===== config.mk =====
export PLATFORM = sky130hd
export DESIGN_NAME = pdm_decim
export DESIGN_NICKNAME = d
export VERILOG_FILES = /design/src/rtl/pdm_pkg.sv /design/src/rtl/pdm_clkgen.sv /design/src/rtl/pdm_sync.sv /design/src/rtl/pdm_coef.sv /design/src/rtl/pdm_accum.sv /design/src/rtl/pdm_decim.sv
export SDC_FILE = /design/constraint.sdc
export NUM_CORES = 1
export LEC_CHECK = 0
export CAP_MARGIN = 40
export CORE_ASPECT_RATIO = 1.1
export CORE_MARGIN = 5
export CORE_UTILIZATION = 55
export CTS_CLUSTER_SIZE = 30
export DETAILED_ROUTE_END_ITERATION = 10
export DONT_BUFFER_PORTS = 1
export HOLD_SLACK_MARGIN = 0.03
export PLACE_DENSITY = 0.8
export SKIP_CTS_REPAIR_TIMING = 1
export SLEW_MARGIN = 10
export SYNTH_ARGS = -nofsm -noshare
export SYNTH_HDL_FRONTEND = slang
export SYNTH_SLANG_ARGS = --single-unit

===== constraint.sdc =====
create_clock -name clk -period 5.68 [get_ports clk]
set_input_delay 0.568 -clock clk [delete_from_list [all_inputs] [get_ports clk]]
set_output_delay 0.568 -clock clk [all_outputs]
set_load 0.05 [all_outputs]

===== src/rtl/pdm_pkg.sv =====
package pdm_pkg;

   // Coefficient shape selectors
   localparam int SHAPE_TRI  = 0;
   localparam int SHAPE_FLAT = 1;

   function automatic int ceil_div(input int num, input int den);
      return (num + den - 1) / den;
   endfunction

   // Triangular weight for window position pos
   function automatic int tri_weight(input int pos, input int win);
      int up;
      int down;
      up   = pos + 1;
      down = win - pos;
      return (up < down) ? up : down;
   endfunction

   function automatic int coef_at(input int pos, input int win, input int shape);
      return (shape == SHAPE_TRI) ? tri_weight(pos, win) : 1;
   endfunction

   function automatic int coef_peak(input int win, input int shape);
      return (shape == SHAPE_TRI) ? (win + 1) / 2 : 1;
   endfunction

   function automatic int coef_total(input int win, input int shape);
      int acc;
      acc = 0;
      for (int p = 0; p < win; p++) acc += coef_at(p, win, shape);
      return acc;
   endfunction

   // Signed width holding +/- the full coefficient total
   function automatic int pcm_width(input int win, input int shape);
      return $clog2(coef_total(win, shape) + 1) + 1;
   endfunction

endpackage


===== src/rtl/pdm_clkgen.sv =====
module pdm_clkgen #(
   parameter int PW   = 8,
   parameter int PMIN = 21,
   parameter int PMAX = 250
)(
   input  logic          clk,
   input  logic          rst,
   input  logic [PW-1:0] div_sel,
   output logic          mic_clk,
   output logic          take
);
   logic [PW-1:0] per_in;
   logic [PW-1:0] per_q,  per_nxt;
   logic [PW-1:0] cnt_q,  cnt_nxt;
   logic          run_q;
   logic          mic_q;

   // Clamp the requested period into the legal range
   always_comb begin
      if (div_sel < PW'(PMIN))      per_in = PW'(PMIN);
      else if (div_sel > PW'(PMAX)) per_in = PW'(PMAX);
      else                          per_in = div_sel;
   end

   // Last system cycle of a period: the bit is taken here
   assign take = run_q && (cnt_q == per_q - PW'(1));

   always_comb begin
      per_nxt = per_q;
      cnt_nxt = cnt_q + PW'(1);
      if (!run_q) begin
         cnt_nxt = '0;
      end else if (take) begin
         cnt_nxt = '0;
         per_nxt = per_in;
      end
   end

   always_ff @(posedge clk) begin
      if (rst) begin
         run_q <= 1'b0;
         cnt_q <= '0;
         per_q <= per_in;
         mic_q <= 1'b0;
      end else begin
         run_q <= 1'b1;
         cnt_q <= cnt_nxt;
         per_q <= per_nxt;
         mic_q <= (cnt_nxt < (per_nxt >> 1));
      end
   end

   assign mic_clk = mic_q;

endmodule


===== src/rtl/pdm_sync.sv =====
module pdm_sync #(
   parameter int STAGES = 2
)(
   input  logic clk,
   input  logic rst,
   input  logic d_async,
   output logic d_sync
);
   generate
      if (STAGES == 1) begin : g_single
         logic q;
         always_ff @(posedge clk) begin
            if (rst) q <= 1'b0;
            else     q <= d_async;
         end
         assign d_sync = q;
      end else begin : g_chain
         logic [STAGES-1:0] sh;
         always_ff @(posedge clk) begin
            if (rst) sh <= '0;
            else     sh <= {sh[STAGES-2:0], d_async};
         end
         assign d_sync = sh[STAGES-1];
      end
   endgenerate

endmodule


===== src/rtl/pdm_coef.sv =====
module pdm_coef
   import pdm_pkg::*;
#(
   parameter int WIN   = 64,
   parameter int SHAPE = SHAPE_TRI,
   parameter int IDX_W = $clog2(WIN),
   parameter int WW    = $clog2(coef_peak(WIN, SHAPE) + 1)
)(
   input  logic [IDX_W-1:0] idx,
   output logic [WW-1:0]    weight
);
   generate
      if (SHAPE == SHAPE_TRI) begin : g_tri
         logic [WW-1:0] tbl [WIN];
         for (genvar g = 0; g < WIN; g++) begin : g_ent
            assign tbl[g] = WW'(tri_weight(g, WIN));
         end
         assign weight = tbl[idx];
      end else begin : g_flat
         logic [IDX_W-1:0] idx_unused;
         assign idx_unused = idx;
         assign weight     = WW'(1);
      end
   endgenerate

endmodule


===== src/rtl/pdm_accum.sv =====
module pdm_accum #(
   parameter int WIN   = 64,
   parameter int IDX_W = 6,
   parameter int WW    = 6,
   parameter int ACC_W = 12
)(
   input  logic                    clk,
   input  logic                    rst,
   input  logic                    take,
   input  logic                    bit_in,
   input  logic [WW-1:0]           weight,
   output logic [IDX_W-1:0]        idx,
   output logic signed [ACC_W-1:0] pcm_out,
   output logic                    pcm_valid
);
   logic [IDX_W-1:0]        idx_q;
   logic signed [ACC_W-1:0] acc_q;
   logic signed [ACC_W-1:0] wext;
   logic signed [ACC_W-1:0] term;
   logic signed [ACC_W-1:0] pcm_q;
   logic                    vld_q;
   logic                    last;

   assign wext = signed'(ACC_W'(weight));
   assign term = bit_in ? wext : -wext;
   assign last = (idx_q == IDX_W'(WIN - 1));

   always_ff @(posedge clk) begin
      if (rst) begin
         idx_q <= '0;
         acc_q <= '0;
         pcm_q <= '0;
         vld_q <= 1'b0;
      end else begin
         vld_q <= 1'b0;
         if (take) begin
            if (last) begin
               pcm_q <= acc_q + term;
               vld_q <= 1'b1;
               acc_q <= '0;
               idx_q <= '0;
            end else begin
               acc_q <= acc_q + term;
               idx_q <= idx_q + IDX_W'(1);
            end
         end
      end
   end

   assign idx       = idx_q;
   assign pcm_out   = pcm_q;
   assign pcm_valid = vld_q;

endmodule


===== src/rtl/pdm_decim.sv =====
module pdm_decim
   import pdm_pkg::*;
#(
   parameter int SYS_HZ      = 100_000_000,
   parameter int MIC_MIN_HZ  = 400_000,
   parameter int MIC_MAX_HZ  = 4_800_000,
   parameter int WIN         = 64,
   parameter int SHAPE       = SHAPE_TRI,
   parameter int SYNC_STAGES = 2,
   parameter int PER_MAX     = SYS_HZ / MIC_MIN_HZ,
   parameter int DIV_W       = $clog2(PER_MAX + 1),
   parameter int PCM_W       = pcm_width(WIN, SHAPE)
)(
   input  logic                    clk,
   input  logic                    rst,
   input  logic [DIV_W-1:0]        div_sel,
   output logic                    mic_clk,
   input  logic                    pdm_data,
   output logic signed [PCM_W-1:0] pcm_out,
   output logic                    pcm_valid
);
   localparam int PER_MIN = ceil_div(SYS_HZ, MIC_MAX_HZ);
   localparam int IDX_W   = (WIN > 1) ? $clog2(WIN) : 1;
   localparam int WW      = $clog2(coef_peak(WIN, SHAPE) + 1);

   // Elaboration-time parameter checks
   generate
      if (WIN < 2) begin : g_bad_win
         $error("WIN must be at least 2");
      end
      if (SHAPE != SHAPE_TRI && SHAPE != SHAPE_FLAT) begin : g_bad_shape
         $error("SHAPE selects an unknown coefficient variant");
      end
      if (SYNC_STAGES < 1) begin : g_bad_sync
         $error("SYNC_STAGES must be at least 1");
      end
      if (PER_MIN > PER_MAX) begin : g_bad_range
         $error("legal microphone clock range is empty");
      end
      if (PER_MIN < SYNC_STAGES + 3) begin : g_bad_fast
         $error("shortest period too short for the synchronizer");
      end
      if (PCM_W <= WW) begin : g_bad_width
         $error("PCM width must exceed weight width");
      end
   endgenerate

   logic             take;
   logic             bit_s;
   logic [IDX_W-1:0] idx;
   logic [WW-1:0]    weight;

   pdm_clkgen #(
      .PW  (DIV_W),
      .PMIN(PER_MIN),
      .PMAX(PER_MAX)
   ) clkgen_i (
      .clk    (clk),
      .rst    (rst),
      .div_sel(div_sel),
      .mic_clk(mic_clk),
      .take   (take)
   );

   pdm_sync #(
      .STAGES(SYNC_STAGES)
   ) sync_i (
      .clk    (clk),
      .rst    (rst),
      .d_async(pdm_data),
      .d_sync (bit_s)
   );

   pdm_coef #(
      .WIN  (WIN),
      .SHAPE(SHAPE),
      .IDX_W(IDX_W),
      .WW   (WW)
   ) coef_i (
      .idx   (idx),
      .weight(weight)
   );

   pdm_accum #(
      .WIN  (WIN),
      .IDX_W(IDX_W),
      .WW   (WW),
      .ACC_W(PCM_W)
   ) accum_i (
      .clk      (clk),
      .rst      (rst),
      .take     (take),
      .bit_in   (bit_s),
      .weight   (weight),
      .idx      (idx),
      .pcm_out  (pcm_out),
      .pcm_valid(pcm_valid)
   );

endmodule


==> results.md <==
- Outcome: finished clean
- Pin count of the biggest net entering global routing: 46
- Number of antenna violations at the first check in global routing: 0
- Crit path capture type: register
- Critical path launch point type: register
- Cts bufs inserted: 5
- Critical Path AT: 3870 ps
- Post-route ant nets: 0
- # DRC: 0
- Area contributors post-synth: dfxtp_1, ha_1, xnor2_1
- Yosys warnings: 0
- Number of global-route vias before repair: 2,566
- Fmax achieved: 0.2760 GHz
- Overall Power: 678.0 uW
- EDFF count, synth: 1
- Switch share: 25.98%
- Mean area per synthesized cell: 8.239 sq um
- I/O pin count: 25
- Die H: 89.96 um
- Count of different cell masters after synthesis: 53
- Clock transition at path regs: 100 ps
- Clock latency on the worst-skew pair: 310 ps
- Critical Path, Cell by Cell: inv_1, ha_1, or3b_1, a31oi_1, and3_1, nor2_1, xnor2_1, ha_1, o21a_1, a21oi_1, nor2_1, o311ai_0, nand2_1, a21oi_1
- Clock sink count: 51
- Final Skew: 12.92 ps
- P per Cell Area: 203.9 nW/um^2
- Final core utilization: 58.38%
- Clock power frac: 33.1%
- Hold Fails Final Rpt: 0
- Setup TNS: 0 ps
- Main synth FF type: dfxtp_1
- Commonest non-fill, non-tap cell in the layout: dfxtp_1
- Mean routed wirelength per cell: 14.77 um
- TritonCTS clock tree: done
- First-pass GRT wire length: 11.61 mm
- GRT Resource Usage Total: 19.43%
- R2R Setup Slk: 2060 ps
- Logic pwr share: 10.8%
- Ys async rst share: 0%
- Slowest-stage cell, CP: or3b_1
- Data required, critical path: 5930 ps
- Min Tclk post-route: 3623 ps
- Setup WS post-layout: 2057 ps
- Dpl cell area: 3229 sq um
- Nets: 417
- Mapped Cells: 388
- Critical path peak fanout: 5
- Leak Pwr: 1.367 nW
- Post-synthesis sequential area ratio: 32.25%
- Via/cell ratio: 5.779
- Layout cell share with drive strength beyond 1: 4.211%
- Reg-to-reg critical path startpoint: accum_i.idx[0]
- Initial Utilization: 56.12%
- Worst setup path startpoint: accum_i.idx[0]
- Worst-margin pin slew: 818.7 ps
- DRT iter0 DRCs: 160
- Worst hold-check path type: input pin to register
- P&R area growth vs syn: 4.031%
- Placer congestion estimate: 0.8720
- # setup viols final: 0
- Synthesized Nets: 426
- Crit path depth: 14
- Slew margin rel.: 45.22%
- #FFs+latches synth: 51
- Crit path buf inv count: 1
- Worst slack, placed: 2098 ps
- CTS H-Tree Depth: 2
- Dpl hpwl: 5.085 mm
- Cell Area, Synth: 3197 sq um
- Final instance area: 3326 sq um
- Initial DRT Pass Iterations: 4
- Row Count: 29
- Die area: 7439 sq um
- Crit path to: accum_i.pcm_out[10]
- Fin. max-slew vios: 0
- Synth area leader: dfxtp_1
- Top cell type's share of synthesized area: 31.31%
- VDD IR-drop max: 146.6 uV
- Crit path largest cell delay: 410 ps
- Int Pwr: 501.9 uW
- NetSw: 176.1 uW
- Clock Tree Buf Depth: 2
- Die W: 82.69 um
- Crit Path Category: register to register
- Core footprint: 5697 sq um
- FF-to-FF End: accum_i.pcm_out[10]
- RSZ-0062 raised after global routing: no
- Sequential power share: 56.2%
- Final wirelength: 6.752 mm
- Most frequent cells in the layout: dfxtp_1, nor2_1, nand2_1
- R2R cell count: 14
- GRT overflow: 0
- N_diodes: 0
- Clock Tree Root: clkbuf_8
- Tcrit/Tclk final: 63.79%
- PortBufs: 0
- DR vias: 2,641
- CP delay by family, top: compound AO/OA/AOI/OAI gates
- Max-cap viol count: 0
## sequential cells by signal (all words and copies together) (netlist names)
| name | cells |
|---|---|
| sync_i.g_chain.sh | 2 |
| accum_i.acc_q | 12 |
| accum_i.idx | 6 |
| clkgen_i.per_q | 8 |
| clkgen_i.run_q | 1 |
| accum_i.pcm_out | 12 |
| clkgen_i.mic_clk | 1 |
| accum_i.pcm_valid | 1 |
| clkgen_i.cnt_q | 8 |
## per-layer routing
| metal | wire (um) | track usage [%] | share of wire (%) |
|---|---|---|---|
| met5 | 0 | 0 | 0 |
| met4 | 210 | 8.583 | 3.1 |
| met3 | 253 | 3.900 | 3.7 |
| met2 | 3508 | 34.02 | 52 |
| met1 | 2779 | 22.04 | 41 |
## cells by family after synthesis
| kind of cell | after synthesis | synth area share [%] |
|---|---|---|
| compound gates | 88 | 17.34 |
| fa+ha+maj | 27 | 10.80 |
| simple gates | 142 | 21.29 |
| xor+xnor | 31 | 8.493 |
| flops | 51 | 32.25 |
| buf+inv | 31 | 3.875 |
| mux | 18 | 5.949 |
## area by class of cell
cell class              instances  area (sq um)
fillers                       535          2371
multi-input cells             306          2042
flip-flops and latches         51          1031
well taps                      77         96.34
clock buffers                   6         82.58
inverters                      14         52.55
clock inverters                 2         13.76
repair buffers                  1         7.507
## stage by stage
stage          cells  hold slack [ps]
5_1_grt          457            304.1
2_1_floorplan    388            413.8
6_report         457            323.4
4_1_cts          457            308.8
3_5_place_dp     449            426.6
3_3_place_gp     449            425.0
## Yosys cell counts, types with 2 or more instances
library cell / instances
nor2_1: 47
or3_1: 12
a221oi_1: 2
o21ai_1: 2
nand2b_1: 5
nor2b_1: 8
ha_1: 26
o21bai_1: 2
a21o_1: 6
mux2_1: 7
o31a_1: 2
nand3_1: 11
a41oi_1: 2
a21oi_1: 33
a31oi_1: 10
buf_2: 6
clkbuf_1: 10
a22oi_1: 3
and3_1: 4
nand2_1: 37
dfxtp_1: 50
nand3b_1: 3
inv_1: 14
o21ai_0: 10
nor3_1: 3
a211oi_1: 7
mux2i_1: 10
or2_2: 2
xnor2_1: 22
xor2_1: 9
## worst reg2reg max path, stage by stage (launching register included)
cell      delay, ps
dfxtp_1         370
inv_1           160
ha_1            220
or3b_1          410
a31oi_1         410
and3_1          280
nor2_1           60
xnor2_1         140
ha_1            320
o21a_1          240
a21oi_1         190
nor2_1          100
o311ai_0        410
nand2_1         100
a21oi_1         160
## power groups by stage
stage	registers [mW]	logic, mW	clock network (mW)
after floorplan	0.385	0.0647	0
after CTS	0.381	0.0734	0.230
after global routing	0.383	0.0825	0.244
final	0.381	0.0731	0.224
after detailed placement	0.389	0.0730	0
after global placement	0.389	0.0704	0
## worst min-delay path by stage
stage          cells past startpoint                  from                    to  slack (ps)
3_3_place_gp                       1  sync_i.g_chain.sh[0]  sync_i.g_chain.sh[1]         430
3_5_place_dp                       1  sync_i.g_chain.sh[0]  sync_i.g_chain.sh[1]         430
2_1_floorplan                      1  sync_i.g_chain.sh[0]  sync_i.g_chain.sh[1]         410
4_1_cts                            1                   rst      accum_i.acc_q[3]         310
6_report                           1                   rst  sync_i.g_chain.sh[0]         320
5_1_grt                            1                   rst      accum_i.acc_q[1]         300
(Power assumes the default switching activity.)
